<file path="src/rtl/grid_ram_pkg.sv">
// Shared constants and types for the row/column decoded byte memory.
// Assumes an 8-bit data path and square grid by default; top-level
// parameters may override the widths.
package grid_ram_pkg;
    localparam int unsigned DEF_DATA_W    = 8;
    localparam int unsigned DEF_SIDE_BITS = 4;

    // Per-cell gated strobes derived from the grid select.
    typedef struct packed {
        logic store;
        logic drive;
    } cell_ctl_t;
endpackage

</file>
<file path="src/rtl/addr_latch.sv">
// Address register: loads d on a rising edge while set is high, holds
// otherwise. Assumes synchronous active-low reset to zero.
module addr_latch #(
    parameter int unsigned W = 8
) (
    input  logic         clk,
    input  logic         rst_n,
    input  logic         set,
    input  logic [W-1:0] d,
    output logic [W-1:0] q
);
    // Hold or load the address.
    always_ff @(posedge clk) begin
        if (!rst_n)   q <= '0;
        else if (set) q <= d;
    end


    addr_hold_chk: assert property (@(posedge clk) disable iff (!rst_n)
        !set |=> q == $past(q));

    addr_load_chk: assert property (@(posedge clk) disable iff (!rst_n)
        set |=> q == $past(d));
endmodule

</file>
<file path="src/rtl/onehot_decoder.sv">
// Binary to one-hot decoder with 2**IN_W outputs. Purely combinational;
// clk and rst_n exist only to clock its check.
module onehot_decoder #(
    parameter int unsigned IN_W = 4,
    localparam int unsigned OUT_N = 1 << IN_W
) (
    input  logic             clk,
    input  logic             rst_n,
    input  logic [IN_W-1:0]  sel,
    output logic [OUT_N-1:0] lines
);
    // One comparator per output line.
    for (genvar g = 0; g < OUT_N; g++) begin : g_line
        assign lines[g] = (sel == IN_W'(g));
    end


    dec_onehot_chk: assert property (@(posedge clk) disable iff (!rst_n)
        $onehot(lines));
endmodule

</file>
<file path="src/rtl/grid_cell.sv">
// One byte register at a row/column crossing. Selected when both lines
// are high; store and drive are the select gated by the global strobes.
// Output is zero unless driving. Assumes synchronous active-low reset.
module grid_cell
    import grid_ram_pkg::*;
#(
    parameter int unsigned W = 8
) (
    input  logic         clk,
    input  logic         rst_n,
    input  logic         row,
    input  logic         col,
    input  logic         io_set,
    input  logic         io_en,
    input  logic [W-1:0] bus_in,
    output logic         sel_o,
    output logic [W-1:0] drv_o
);
    cell_ctl_t    ctl;
    logic [W-1:0] q;

    // Grid select and gated strobes.
    always_comb begin
        sel_o     = row & col;
        ctl.store = sel_o & io_set;
        ctl.drive = sel_o & io_en;
    end

    // Byte storage.
    always_ff @(posedge clk) begin
        if (!rst_n)         q <= '0;
        else if (ctl.store) q <= bus_in;
    end

    // Enabler: zero unless this cell drives the bus.
    assign drv_o = ctl.drive ? q : '0;


    cell_store_chk: assert property (@(posedge clk) disable iff (!rst_n)
        (row && col && io_set) |=> q == $past(bus_in));

    cell_hold_chk: assert property (@(posedge clk) disable iff (!rst_n)
        !(row && col && io_set) |=> $stable(q));
endmodule

</file>
<file path="src/rtl/grid_ram.sv">
// Top: address register, row and column decoders, a grid of byte cells
// and an OR-resolved shared bus exposed as rd_data. Assumes all strobes
// are synchronous to clk.
module grid_ram
    import grid_ram_pkg::*;
#(
    parameter int unsigned DATA_W    = DEF_DATA_W,
    parameter int unsigned SIDE_BITS = DEF_SIDE_BITS
) (
    input  logic                   clk,
    input  logic                   rst_n,
    input  logic [2*SIDE_BITS-1:0] addr_in,
    input  logic                   addr_set,
    input  logic [DATA_W-1:0]      io_in,
    input  logic                   io_set,
    input  logic                   io_en,
    output logic [DATA_W-1:0]      rd_data
);
    localparam int unsigned ADDR_W = 2 * SIDE_BITS;
    localparam int unsigned SIDE_N = 1 << SIDE_BITS;
    localparam int unsigned CELLS  = SIDE_N * SIDE_N;

    logic [ADDR_W-1:0] addr_q;
    logic [SIDE_N-1:0] row_ln;
    logic [SIDE_N-1:0] col_ln;
    logic [CELLS-1:0]  sel_vec;
    logic [DATA_W-1:0] cell_drv [CELLS];
    logic [DATA_W-1:0] cells_or;
    logic [DATA_W-1:0] bus;

    addr_latch #(.W(ADDR_W)) u_addr (
        .clk(clk), .rst_n(rst_n), .set(addr_set), .d(addr_in), .q(addr_q)
    );

    onehot_decoder #(.IN_W(SIDE_BITS)) u_row_dec (
        .clk(clk), .rst_n(rst_n),
        .sel(addr_q[ADDR_W-1:SIDE_BITS]), .lines(row_ln)
    );

    onehot_decoder #(.IN_W(SIDE_BITS)) u_col_dec (
        .clk(clk), .rst_n(rst_n),
        .sel(addr_q[SIDE_BITS-1:0]), .lines(col_ln)
    );

    for (genvar r = 0; r < SIDE_N; r++) begin : g_row
        for (genvar c = 0; c < SIDE_N; c++) begin : g_col
            grid_cell #(.W(DATA_W)) u_cell (
                .clk    (clk),
                .rst_n  (rst_n),
                .row    (row_ln[r]),
                .col    (col_ln[c]),
                .io_set (io_set),
                .io_en  (io_en),
                .bus_in (bus),
                .sel_o  (sel_vec[r*SIDE_N + c]),
                .drv_o  (cell_drv[r*SIDE_N + c])
            );
        end
    end

    // OR together every cell's gated output.
    always_comb begin
        cells_or = '0;
        for (int i = 0; i < CELLS; i++) cells_or |= cell_drv[i];
    end

    // Resolve the bus from external driver and enabled cell.
    assign bus     = io_in | cells_or;
    assign rd_data = bus;


    one_cell_sel_chk: assert property (@(posedge clk) disable iff (!rst_n)
        $countones(sel_vec) == 1);

    idle_bus_chk: assert property (@(posedge clk) disable iff (!rst_n)
        !io_en |-> rd_data == io_in);
endmodule

</file>
<file path="config.mk">
export PLATFORM = sky130hd
export DESIGN_NAME = grid_ram
export DESIGN_NICKNAME = d
export VERILOG_FILES = /design/src/rtl/grid_ram_pkg.sv /design/src/rtl/addr_latch.sv /design/src/rtl/onehot_decoder.sv /design/src/rtl/grid_cell.sv /design/src/rtl/grid_ram.sv
export SDC_FILE = /design/constraint.sdc
export NUM_CORES = 2
export LEC_CHECK = 0
export BUFFER_PORTS_ARGS = -buffer_cell sky130_fd_sc_hd__buf_2
export CORE_UTILIZATION = 55
export CTS_CLUSTER_DIAMETER = 40
export DETAILED_ROUTE_END_ITERATION = 10
export GPL_TIMING_DRIVEN = 0
export PLACE_DENSITY = 0.7
export SLEW_MARGIN = 10
export SYNTH_ARGS = -nofsm -noshare
export SYNTH_HDL_FRONTEND = slang
export SYNTH_HIERARCHICAL = 1
export SYNTH_SLANG_ARGS = --single-unit
</file>
<file path="constraint.sdc">
create_clock -name clk -period 15.1 [get_ports clk]
set_input_delay 1.51 -clock clk [delete_from_list [all_inputs] [get_ports clk]]
set_output_delay 1.51 -clock clk [all_outputs]
set_load 0.01 [all_outputs]
</file>
==> flow_metrics.tcl <==
set metrics [dict create \
    root_buffer "clkbuf_16" \
    crit_fanout 101 \
    synth_area_per_cell_um2 8.59 \
    initial_core_util_pct 55.4 \
    clk-insertion-delay-late_ns 0.96 \
    holdPathEnd "g_row[6].g_col[4].u_cell/q[3]" \
    grt_antenna_before_repair 21 \
    grt_overflow 0 \
    cts_made_buffers 328 \
    fmax_ghz 0.112 \
    post-cts-setup-buffer-count 0 \
    die-area_mm2 0.193 \
    grt_busiest_layer "met2" \
    worstHoldStart "g_row[6].g_col[4].u_cell/q[3]" \
    worstPathRequired_ns 13.59 \
    layout-drive-gt1-share_pct 14.7 \
    rsz0062_at_grt "false" \
    drcViolationCount 0 \
    wl_um 330000 \
    die_w_um 440 \
    gr-usage-met2_pct 53.7 \
    layout.cells.non_filler 15700 \
    postRouteAntennaNets 0 \
    dieHeight_um 440 \
    worst_slack_ns 6.20 \
    hold_slack_ns 0.448 \
    drt_iter0_drc 7231 \
    met3_usage_pct 5.06 \
    worstReg2RegStart "u_addr/q[7]" \
    tritoncts "done" \
    clock_path_buffers 4 \
    grt_pass1_vias 88700 \
    cp_data_arrival_time_ns 7.39 \
    rr_worst_depth 17 \
    p_leak_nw 48.9 \
    syn-cell-area_mm2 0.105 \
    synth_nets 12300 \
    worst_slew_pin_slew_ns 1.30 \
    utilization_pct 65.0 \
    slew_violations 0 \
    finalSetupTns_ns 0 \
    gp_congestion 0.884 \
    syn_inst 12300 \
    clock_skew_ns 0.0510 \
    use_met1_pct 42.6 \
    r2r_end "g_row[6].g_col[3].u_cell/q[4]" \
    design_area_mm2 0.124 \
    critPathCaptureType "output pin" \
    vias_per_cell 5.69 \
    yosysWarnings 6 \
    first_pass_iters 6 \
    cts.sinks 2056 \
    period_share_pct 59.0 \
    p_per_area_mw_per_mm2 114 \
    worstSetupStartpointType "input pin" \
    grt_max_degree 106 \
    hp-class "flip-flop to flip-flop" \
    maxCapViolations 0 \
    post-place-ws_ns 6.60 \
    power_mw 14.1 \
    r2r_setup_slack_ns 8.26 \
    core_mm2 0.190 \
    clkTransAtPathRegs_ns 0.05 \
    area_delta_synth_final_pct 17.3 \
    crit_type "input pin to output pin" \
    place_area_mm2 0.112 \
    core.rowCount 160 \
    dp_hpwl_um 230000 \
    hold_violations 0 \
    min_delay_path_depth 2 \
    nNetsFinal 12900 \
    fillers 15500 \
    routedWlPerCell_um 21.1 \
    cts_hold_buf 0 \
    ir_drop_mv 0.107 \
    vias 89100 \
    cts.htree.levels 5 \
    setup_violations 0 \
    track_usage_pct 33.0 \
    ioPinCount 29 \
    outcome "completed" \
    portBuffers 27 \
    cts_resized 0 \
    placed_cells 15100 \
    slew_headroom_pct 12.7 \
    final.min_clock_period_ns 8.90 \
    grt_pass1_wl_um 504000 \
]
-- routing by layer --
layer	part of all wire, %	vias to the layer above
met4	4.9	0
met3	7.2	874
met5	0	-
li1	-	42000
met2	46	3201
met1	42	42900
-- how the worst max path moves through the flow --
stage	from	to	slack, ns
floorplan	io_en	rd_data[0]	5.63
global placement	io_en	rd_data[3]	-12.84
detailed placement	io_en	rd_data[6]	6.60
CTS	u_addr/q[7]	rd_data[3]	6.27
global route	u_addr/q[7]	rd_data[3]	6.18
finish	io_en	rd_data[6]	6.20
-- cells in the final DEF, fill, tap and decap left out, types with 11 or more instances in the layout --
cell type   count
buf_8          90
clkbuf_2      256
nor4_2         17
clkinv_4       21
buf_16         12
nor4_1        511
clkbuf_1       27
or4_1          16
clkinvlp_4     34
clkinv_2       37
and2_1       2048
clkbuf_16     332
and3_1        256
bufinv_16      45
nand2_1      4096
buf_2          24
dfxtp_1      2056
inv_6          42
clkbuf_8       29
buf_12         11
nand4_1       128
mux2i_1      2056
and3_2        256
buf_6         663
-- worst max-delay path, cell delays in order --
cell and delay (ns):
buf_8 0.18, buf_16 0.27, and3_2 0.46, and2_1 0.19
nor4_1 0.62, nand4_1 0.40, or4_1 0.69, nor4_2 0.86
nand4_1 0.82, buf_8 0.42, buf_6 0.18, buf_8 0.17
buf_6 0.17, buf_2 0.15
-- layout make-up --
type | instances | area [µm²] | share of cell area [%]
Sequential cell | 2056 | 41200 | 33.3
Clock inverter | 189 | 2470 | 2.00
Timing Repair Buffer | 287 | 3710 | 3.00
Antenna cell | 7 | 17.5 | 0.0142
Tap cell | 2511 | 3140 | 2.54
Multi-Input combinational cell | 9440 | 57300 | 46.3
Clock buffer | 388 | 8810 | 7.12
Buffer | 777 | 7120 | 5.75
-- state kept, by name, summed over array words and instances (netlist names) --
register / cells
g_row.g_col.u_cell/q: 2048
u_addr/q: 8
-- power breakdown --
group          switching (mW)  internal (mW)  total, mW
Sequential            0.00630           5.44       5.44
Clock                    2.83           4.97       7.80
Combinational           0.556          0.271      0.827
Total                    3.39           10.7       14.1
(Power assumes the default switching activity.)
